## config.mk

```make
export PLATFORM = sky130hd
export DESIGN_NAME = dma_dscr_walker
export DESIGN_NICKNAME = d
export VERILOG_FILES = /design/src/rtl/walker_pkg.sv /design/src/rtl/walker_decode.sv /design/src/rtl/walker_addr_gen.sv /design/src/rtl/dma_dscr_walker.sv
export SDC_FILE = /design/constraint.sdc
export NUM_CORES = 1
export LEC_CHECK = 0
export CAP_MARGIN = 15
export CORE_AREA = 2 2 150 152
export CTS_BUF_LIST = sky130_fd_sc_hd__clkbuf_8
export CTS_CLUSTER_DIAMETER = 80
export CTS_CLUSTER_SIZE = 24
export DETAILED_ROUTE_END_ITERATION = 6
export DIE_AREA = 0 0 152 154
export PLACE_DENSITY = 0.75
export RECOVER_POWER = 50
export SLEW_MARGIN = 0
export SYNTH_ARGS = -nofsm -noshare
export SYNTH_HDL_FRONTEND = slang
export SYNTH_SLANG_ARGS = --single-unit
export TNS_END_PERCENT = 30
```

## constraint.sdc

```tcl
create_clock -name clk -period 4.7 [get_ports clk]
set_input_delay 0.47 -clock clk [delete_from_list [all_inputs] [get_ports clk]]
set_output_delay 0.47 -clock clk [all_outputs]
set_load 0.03 [all_outputs]
```

## src/rtl/walker_pkg.sv

```systemverilog
package walker_pkg;
    localparam int DW       = 64;
    localparam int ADDR_W   = 40;
    localparam int BLK_LOG2 = 5;
    localparam int SIZE_W   = 9;
    localparam int CNT_W    = SIZE_W + 1;
    localparam int OFF_W    = 5;
    localparam int STAT_W   = 13;
    localparam int LEN_W    = 14;

    // field positions fixed by the descriptor format
    localparam int ADDR_LO  = 5;
    localparam int ADDR_HI  = 39;
    localparam int LINK_LO  = 4;
    localparam int SIZE_LO  = 40;
    localparam int SIZE_HI  = SIZE_LO + SIZE_W - 1;
    localparam int IRQ_BIT  = 49;
    localparam int OFFB_BIT = 50;
    localparam int BV_BIT   = 49;
    localparam int STAT_LO  = DW - STAT_W;
    localparam int LEN_LO   = DW - LEN_W;

    typedef enum logic [1:0] {
        ST_IDLE,
        ST_WALK_A,
        ST_WALK_B,
        ST_FINISH
    } walk_state_t;

    typedef struct packed {
        logic [ADDR_W-1:0] base_a;
        logic [ADDR_W-1:0] base_b;
        logic [ADDR_W-1:0] link;
        logic [CNT_W-1:0]  blk_a;
        logic [CNT_W-1:0]  blk_b;
        logic [OFF_W-1:0]  hdr_off;
        logic              irq_req;
        logic              offs_b;
        logic              b_used;
    } walk_plan_t;

    function automatic logic [CNT_W-1:0] blocks_of(input logic [SIZE_W-1:0] sz);
        return (sz == '0) ? CNT_W'(1 << SIZE_W) : {1'b0, sz};
    endfunction
endpackage

```

## src/rtl/walker_decode.sv

```systemverilog
module walker_decode
    import walker_pkg::*;
(
    input  logic [DW-1:0] word_a,
    input  logic [DW-1:0] word_b,
    input  logic          chain,
    input  logic          strict,
    output walk_plan_t    plan,
    output logic          bad
);
    logic offb_bad;
    logic size_bad;

    always_comb begin
        plan.base_a  = {word_a[ADDR_HI:ADDR_LO], BLK_LOG2'(0)};
        plan.base_b  = {word_b[ADDR_HI:ADDR_LO], BLK_LOG2'(0)};
        plan.link    = {word_b[ADDR_HI:LINK_LO], LINK_LO'(0)};
        plan.blk_a   = blocks_of(word_a[SIZE_HI:SIZE_LO]);
        plan.blk_b   = blocks_of(word_b[SIZE_HI:SIZE_LO]);
        plan.hdr_off = word_a[OFF_W-1:0];
        plan.irq_req = word_a[IRQ_BIT];
        plan.offs_b  = word_a[OFFB_BIT];
        plan.b_used  = !chain && word_b[BV_BIT];
        offb_bad     = word_a[OFFB_BIT] && (chain || !word_b[BV_BIT]);
        size_bad     = strict && (word_a[SIZE_LO] || (plan.b_used && word_b[SIZE_LO]));
        bad          = offb_bad || size_bad;
    end
endmodule

```

## src/rtl/walker_addr_gen.sv

```systemverilog
module walker_addr_gen
    import walker_pkg::*;
(
    input  logic              clk,
    input  logic              rst_n,
    input  logic              clr,
    input  logic              inc,
    input  logic [ADDR_W-1:0] base,
    input  logic [CNT_W-1:0]  blocks,
    output logic [CNT_W-1:0]  cnt,
    output logic              last,
    output logic [ADDR_W-1:0] addr
);
    always_ff @(posedge clk or negedge rst_n) begin
        if (!rst_n)   cnt <= '0;
        else if (clr) cnt <= '0;
        else if (inc) cnt <= cnt + 1'b1;
    end

    always_comb begin
        last = (cnt == blocks - 1'b1);
        addr = base + (ADDR_W'(cnt) << BLK_LOG2);
    end
endmodule

```

## src/rtl/dma_dscr_walker.sv

```systemverilog
module dma_dscr_walker
    import walker_pkg::*;
(
    input  logic              clk,
    input  logic              rst_n,
    input  logic              dscr_valid,
    output logic              dscr_ready,
    input  logic [DW-1:0]     dscr_a,
    input  logic [DW-1:0]     dscr_b,
    input  logic              chain_mode,
    input  logic              tx_strict,
    output logic              req_valid,
    input  logic              req_ready,
    output logic [ADDR_W-1:0] req_addr,
    output logic [OFF_W-1:0]  req_offset,
    output logic              req_buf,
    output logic              done,
    output logic              irq,
    output logic              err,
    output logic [ADDR_W-1:0] next_ptr,
    output logic              next_ptr_valid,
    input  logic [STAT_W-1:0] rx_status,
    input  logic [LEN_W-1:0]  rx_len,
    output logic [DW-1:0]     wb_a,
    output logic [DW-1:0]     wb_b
);
    walk_state_t       state, state_nx;
    logic [DW-1:0]     a_q, b_q;
    logic              chain_q, strict_q, err_q;
    logic [DW-1:0]     dec_a, dec_b;
    logic              dec_chain, dec_strict;
    walk_plan_t        plan;
    logic              bad;
    logic              accept, fire, last;
    logic              cnt_clr;
    logic [ADDR_W-1:0] cur_base;
    logic [CNT_W-1:0]  cur_blocks;
    logic [CNT_W-1:0]  cnt;
    logic [ADDR_W-1:0] gen_addr;

    // while idle, decode the incoming words; otherwise the held ones
    always_comb begin
        dec_a      = (state == ST_IDLE) ? dscr_a     : a_q;
        dec_b      = (state == ST_IDLE) ? dscr_b     : b_q;
        dec_chain  = (state == ST_IDLE) ? chain_mode : chain_q;
        dec_strict = (state == ST_IDLE) ? tx_strict  : strict_q;
    end

    walker_decode u_dec (
        .word_a (dec_a),
        .word_b (dec_b),
        .chain  (dec_chain),
        .strict (dec_strict),
        .plan   (plan),
        .bad    (bad)
    );

    always_comb begin
        accept     = (state == ST_IDLE) && dscr_valid;
        fire       = req_valid && req_ready;
        cur_base   = (state == ST_WALK_B) ? plan.base_b : plan.base_a;
        cur_blocks = (state == ST_WALK_B) ? plan.blk_b  : plan.blk_a;
        cnt_clr    = accept || (fire && last);
    end

    walker_addr_gen u_gen (
        .clk    (clk),
        .rst_n  (rst_n),
        .clr    (cnt_clr),
        .inc    (fire && !last),
        .base   (cur_base),
        .blocks (cur_blocks),
        .cnt    (cnt),
        .last   (last),
        .addr   (gen_addr)
    );

    // held descriptor
    always_ff @(posedge clk or negedge rst_n) begin
        if (!rst_n) begin
            a_q      <= '0;
            b_q      <= '0;
            chain_q  <= 1'b0;
            strict_q <= 1'b0;
            err_q    <= 1'b0;
        end else if (accept) begin
            a_q      <= dscr_a;
            b_q      <= dscr_b;
            chain_q  <= chain_mode;
            strict_q <= tx_strict;
            err_q    <= bad;
        end
    end

    // state register
    always_ff @(posedge clk or negedge rst_n) begin
        if (!rst_n) state <= ST_IDLE;
        else        state <= state_nx;
    end

    // transitions
    always_comb begin
        state_nx = state;
        unique case (state)
            ST_IDLE:   if (dscr_valid) state_nx = bad ? ST_FINISH : ST_WALK_A;
            ST_WALK_A: if (fire && last) state_nx = plan.b_used ? ST_WALK_B : ST_FINISH;
            ST_WALK_B: if (fire && last) state_nx = ST_FINISH;
            ST_FINISH: state_nx = ST_IDLE;
            default:   state_nx = ST_IDLE;
        endcase
    end

    // outputs
    always_comb begin
        dscr_ready     = 1'b0;
        req_valid      = 1'b0;
        req_buf        = 1'b0;
        req_offset     = '0;
        done           = 1'b0;
        irq            = 1'b0;
        err            = 1'b0;
        next_ptr_valid = 1'b0;
        unique case (state)
            ST_IDLE:   dscr_ready = 1'b1;
            ST_WALK_A: begin
                req_valid = 1'b1;
                if (cnt == '0 && !plan.offs_b) req_offset = plan.hdr_off;
            end
            ST_WALK_B: begin
                req_valid = 1'b1;
                req_buf   = 1'b1;
                if (cnt == '0 && plan.offs_b) req_offset = plan.hdr_off;
            end
            ST_FINISH: begin
                done           = 1'b1;
                err            = err_q;
                irq            = !err_q && plan.irq_req;
                next_ptr_valid = !err_q && chain_q;
            end
            default:   dscr_ready = 1'b0;
        endcase
        req_addr = gen_addr;
        next_ptr = plan.link;
        wb_a     = {rx_status, a_q[STAT_LO-1:0]};
        wb_b     = {rx_len, b_q[LEN_LO-1:0]};
    end
endmodule

```

# After elaboration in Yosys (flattened, before gate mapping)
# Index checks and enable logic that the tools add are counted.
[totals]
inputBits = 161
word_cells = 71
reg_bits = 116
out_inout_bits = 220
[classes]
add_sub_neg = 3
muxes = 26
eq_ne = 7
reduce_logical = 28
[op_table]
columns = ["cell", "count"]
rows = [
  ["two-way mux 51 bit", 1],
  ["two-way mux 10 bit", 5],
  ["two-way mux 50 bit", 1],
  ["adder 40 x 15 -> 40 bit", 1],
  ["two-way mux 40 bit", 1],
  ["zero test 9 bit", 2],
  ["logical AND 1 bit", 12],
  ["adder 10 x 1 -> 10 bit, second input constant", 1],
  ["equality test 10 bit", 1],
  ["zero test 10 bit", 1],
  ["two-way mux 1 bit", 10],
  ["two-way mux 5 bit", 2],
  ["case mux 5 bit (2 select lines)", 1],
  ["subtractor 10 x 1 -> 10 bit, second input constant", 1],
  ["two-way mux 2 bit", 4],
  ["case mux 2 bit (4 select lines)", 1],
  ["zero test 1 bit", 5],
  ["equality test 2 bit, second input constant", 2],
  ["logical OR 1 bit", 4],
  ["!= test 2 bit, second input constant", 2],
  ["AND reduction 3 bit", 1],
  ["equality test 2 x 1 -> 1 bit, second input constant", 1],
  ["zero test 2 bit", 1],
  ["!= test 2 x 1 -> 1 bit, second input constant", 1],
  ["2 further kinds", 2],
]

# Depth between registers and ports, before layout
# Gate-level depths: netlist of the first run.
[depth]
word_depth = 11
depth_mapped = 21
mapped_depth_nobuf = 14

# Hierarchy
# A second synthesis of the first run with hierarchy kept.
[unflattened]
cells_unflattened = 1055
hier_area_um2 = 11284.6
[by_module_without_submodules]
columns = ["module", "seq_area_each_um2", "cells_per_inst", "n_inst", "area_each_um2"]
rows = [
  ["dma_dscr_walker", 3328.2, 645, 1, 8282.9],
  ["walker_addr_gen", 250.2, 253, 1, 1871.8],
  ["walker_decode", 0.0, 157, 1, 1129.8],
]

# Worst setup path after synthesis of the first run
# Ideal clock, no wire load.
[synth_path]
path_kind = "reg-to-output"
from = "reg state[0]"
to = "out req_addr[21]"
arrival_time_ns = 5.235
t_required_ns = 4.230
stages_incl_launch_ff = 22
slack_ns = -1.005
path_buffers = 8
path_cell_list = "dfrtp_1 -> inv_1 -> ha_1 -> buf_6 -> buf_6 -> buf_2 -> buf_2 -> buf_2 -> buf_2 -> buf_2 -> buf_2 -> mux2i_1 -> o21ai_0 -> ha_1 -> fa_1 -> a21o_1 -> a21oi_1 -> nor2b_1 -> o2111ai_1 -> a21o_1 -> nor2_1 -> xnor2_1"
[synth_between]
elab_chain_len = 4
elab_cells_between_ends = 6
classes_between = "add/sub (1); eq/ne (1); mux (3); reduce/logical (1)"
[synth_rtl]
columns = ["item", "line_no", "text"]
rows = [
  ["from (decl)", "dma_dscr_walker.sv:27", "walk_state_t state, state_nx;"],
  ["from (signal assigned)", "dma_dscr_walker.sv:98", "else state <= state_nx;"],
  ["zero test 2 bit", "dma_dscr_walker.sv:43, dma_dscr_walker.sv:44", ""],
  ["two-way mux 51 bit or two-way mux 50 bit (tied branches)", "dma_dscr_walker.sv:43, dma_dscr_walker.sv:44", ""],
  ["two-way mux 40 bit (*)", "dma_dscr_walker.sv:61", "cur_base = (state == ST_WALK_B) ? plan.base_b : plan.base_a;"],
  ["adder 40 x 15 -> 40 bit (*)", "walker_addr_gen.sv:22", "addr = base + (ADDR_W'(cnt) << BLK_LOG2);"],
  ["to (decl)", "dma_dscr_walker.sv:14", "output logic [ADDR_W-1:0] req_addr,"],
]
# Every way passes the cells marked *; elsewhere a longest branch is shown, timed or not.

# Final worst setup path of the first run
[layout_path]
from = "reg state[0]"
to = "out req_addr[39]"
# Same word-level chain as after synthesis.

==> run_results.csv, run 1 <==
group,metric,value,unit
run_status,outcome,"complete, but fails checks",
run_status,violations,"capacitance limit, slew limit",
pwr,vdd_ir_drop_max,0.000132,V
synthesis,yosysMostFrequentCell,"nand2_1",
detailed_routing,drtAntennaViolNets,0,
clock_tree,root_buffer,"clkbuf_8",
critical_path,cp_cell_sequence,"inv_4 > ha_4 > clkbuf_4 > buf_4 > mux2_2 > nand2_1 > o21ai_0 > ha_1 > a21oi_2 > nor2b_2 > o2111ai_2 > buf_4 > a2111oi_4 > buf_4 > nand4_1 > xnor2_2 > buf_6",
critical_path,critical_path_class,"flop to primary output",
pwr,pwr-share-seq,43.0,%
detailed_routing,vias_per_cell,5.01,
pwr,p_clk_share,43.8,%
cells_and_area,final_cells,1443,
pwr,leakage,5.62,nW
place,place.port_buffers,290,
synthesis,syn_area,7680,µm²
cells_and_area,area_growth,47.5,%
detailed_routing,wirelength,25300,µm
place,hpwlAfterDp,18500,µm
floorplan,initial_core_util,35.4,%
pwr,p_int,1.77,mW
clock_tree,insertion_delay,450,ps
pwr,p_sw_share,26.9,%
detailed_routing,wl_per_cell,17.5,µm
timing,worst_pin_slew,2360,ps
synthesis,yosysWarnings,0,
synthesis,synth.area.top_cells,"dfrtp_1 37%, nand2_1 17%, mux4_2 7.6%, mux2_2 5.6%, mux2i_1 4.2%",
timing,hold_viol,0,
floorplan,dieArea,23400,µm²
place,gp_congestion,0.836,
floorplan,die_x,152,µm
floorplan,num_rows,54,
critical_path,end_kind,"primary output",
critical_path,arrival,4010,ps
timing,clock_skew,13.5,ps
cells_and_area,drive_above_1_share,16.1,%
timing,slew_headroom,-57.4,%
timing,fmax,0.223,GHz
worst_hold_path,hp-class,"flop to flop",
critical_path,crit_required,4230,ps
timing,drv_slew,39,
critical_path,worst_path_most_repeated_cell,"buf_4",
cells_and_area,antenna_cells,0,
grt,grt_max_degree,61,
grt,grt_pass1_vias,7068,
synthesis,synth_top_area_share,37.5,%
synthesis,yosysTopAreaCell,"dfrtp_1",
critical_path,start_kind,"flop",
clock_tree,clk_pin_slew,70,ps
cells_and_area,fin_util,52.2,%
place,post-place-cells,1388,
clock_tree,clockBufferDepth,2,
floorplan,die_y,154,µm
synthesis,async_flop_share,100,%
timing,min_period,4480,ps
synthesis,ys_ff_latch,115,
grt,grt_first_pass_wirelength,39100,µm
synthesis,synthDistinctLibCells,56,
detailed_routing,vias,7235,
pwr,pwr-share-comb,13.2,%
clock_tree,clock-sinks,115,
synthesis,yosys_most_used_dff,"dfrtp_1",
pwr,power_per_cell_area,214,nW/µm²
timing,whs,471,ps
synthesis,avgSynthCellArea,8.74,µm²
clock_tree,cts_tree,"done",
floorplan,core_area,21700,µm²
timing,rsz0062_at_grt,"no",
pwr,p_switching,0.653,mW
clock_tree,numCtsBuffers,17,
grt,grt_antenna_before_repair,0,
timing,period_share,95.3,%
detailed_routing,drc,0,
grt,grt_usage,20.9,%
critical_path,cpMaxStageDelayCell,"dfrtp_2",
synthesis,synth_edf_count,0,
detailed_routing,drtPass1Iterations,5,
timing,finalSetupViolations,0,
synthesis,synth_cells,879,
synthesis,synth_common_cells,"352 x nand2_1, 115 x dfrtp_1, 38 x mux2_2, 36 x buf_4, 32 x mux2i_1",
detailed_routing,drt-initial-drc-count,354,
floorplan,ioPinCount,381,
cells_and_area,fin_nets,1329,
critical_path,cpPeakStageDelay,440,ps
grt,overflow,0,
synthesis,synth-seq-area-share,37.5,%
job,maxCapViolCount,1,
critical_path,cp_max_fo,6,
clock_tree,cts-htree-levels,4,
-- path summary, 6_finish.rpt --
check	from	end	slack [ps]	cells past startpoint
setup / recovery	state[0]	req_addr[39]	220	17
hold / removal	b_q[2]	b_q[2]	470	2
setup reg to reg	state[0]	u_gen.cnt[6]	390	14
hold reg to reg	b_q[2]	b_q[2]	470	2
max in group asynchronous	rst_n	b_q[21]	1330	3
min in group asynchronous	rst_n	a_q[6]	1270	2
-- metal layers --
metal	vias to the layer above	global-route usage, %	part of all wire (%)
li1	3445	-	-
met1	3517	26.7	43
met2	240	35.0	50
met3	33	5.21	5.7
met4	0	6.19	1.8
met5	-	0	0
-- logic make-up after synthesis --
logic type	synth area share, %
AO/OA/AOI/OAI	6.32
XOR/XNOR	5.25
adder cells (fa/ha/maj)	3.03
buffers and inverters	6.97
flip-flops	37.5
multiplexers	17.4
other	0.0488
AND/OR/NAND/NOR	23.5
-- critical path: cells and delay by family, from the launching register on --
family / cells / cell delay (ps)
simple gates: 3 / 420
buf+inv: 6 / 980
mux: 1 / 330
compound gates: 4 / 650
xor+xnor: 1 / 230
flops: 1 / 440
fa+ha+maj: 2 / 510
-- state kept, by name (all words and copies together), names as in the netlist --
register	flops
b_q	50
state	2
chain_q	1
a_q	51
u_gen.cnt	10
err_q	1
-- repair_timing --
item / in CTS / in global routing
gates resized for setup: 2 / 12
endpoints found under the hold margin: 4 / 0
pin swaps: 1 / 10
setup buffers: 0 / 22
setup endpoints to repair: 15 / 26
hold buffers: 1 / 0
-- cell type report --
cell class,count,area [µm²]
flip-flops and latches,115,2880
fillers,1985,10400
multi-input cells,675,4460
clock buffers,19,262
clock inverters,13,183
repair buffers,324,3120
well taps,280,350
inverters,17,66.3
-- metrics by stage --
stage	worst slack, ps	TNS, ps	cell area, µm²	power (mW)
finish	222	0	11300	2.43
global route	14.7	0	11300	2.53
CTS	-111	-214	11100	2.45
detailed placement	285	0	10700	1.38
global placement	343	0	10700	1.37
floorplan	13.1	0	7870	1.24
-- power by group through the flow --
stage | registers [mW] | clock network, mW | logic (mW)
final | 1.04 | 1.06 | 0.320
after global routing | 1.05 | 1.13 | 0.345
after CTS | 1.04 | 1.09 | 0.318
after detailed placement | 1.06 | 0 | 0.315
after global placement | 1.06 | 0 | 0.307
after floorplan | 1.05 | 0 | 0.188
-- cells in the final DEF (no fill, tap or decap), types with 4 or more instances in the layout --
master           count
o21ai_0             25
xor2_1              17
a21o_1               8
clkdlybuf4s50_1    183
nor2_1              24
nand3_1             10
dfrtp_1            113
a21oi_1              8
mux2_2              36
clkbuf_8            19
buf_4               54
bufinv_16            4
xnor2_1             19
ha_1                15
and3_1               5
inv_1               16
mux2i_1             32
nand4_1             14
xnor2_2             10
nor3_1               5
conb_1               9
nand2_1            351
dlygate4sd3_1       79
mux4_2              26
No activity file was read; power rests on OpenSTA's default activity.
==> run 2: changes to the inputs <==
--- a/config.mk
+++ b/config.mk
@@ -5,6 +5,7 @@
 export SDC_FILE = /design/constraint.sdc
 export NUM_CORES = 1
 export LEC_CHECK = 0
+export ABC_CLOCK_PERIOD_IN_PS = 4700
 export CAP_MARGIN = 15
 export CORE_AREA = 2 2 150 152
 export CTS_BUF_LIST = sky130_fd_sc_hd__clkbuf_8
==> results of run 2 <==
No change in the layout: final DEF, timing and power equal those of run 1.
==> run 3: changes to the inputs <==
--- a/config.mk
+++ b/config.mk
@@ -15,7 +15,7 @@
 export DIE_AREA = 0 0 152 154
 export PLACE_DENSITY = 0.75
 export RECOVER_POWER = 50
-export SLEW_MARGIN = 0
+export SLEW_MARGIN = 20
 export SYNTH_ARGS = -nofsm -noshare
 export SYNTH_HDL_FRONTEND = slang
 export SYNTH_SLANG_ARGS = --single-unit
==> results of run 3 <==
No change in the layout: final DEF, timing and power equal those of run 1.
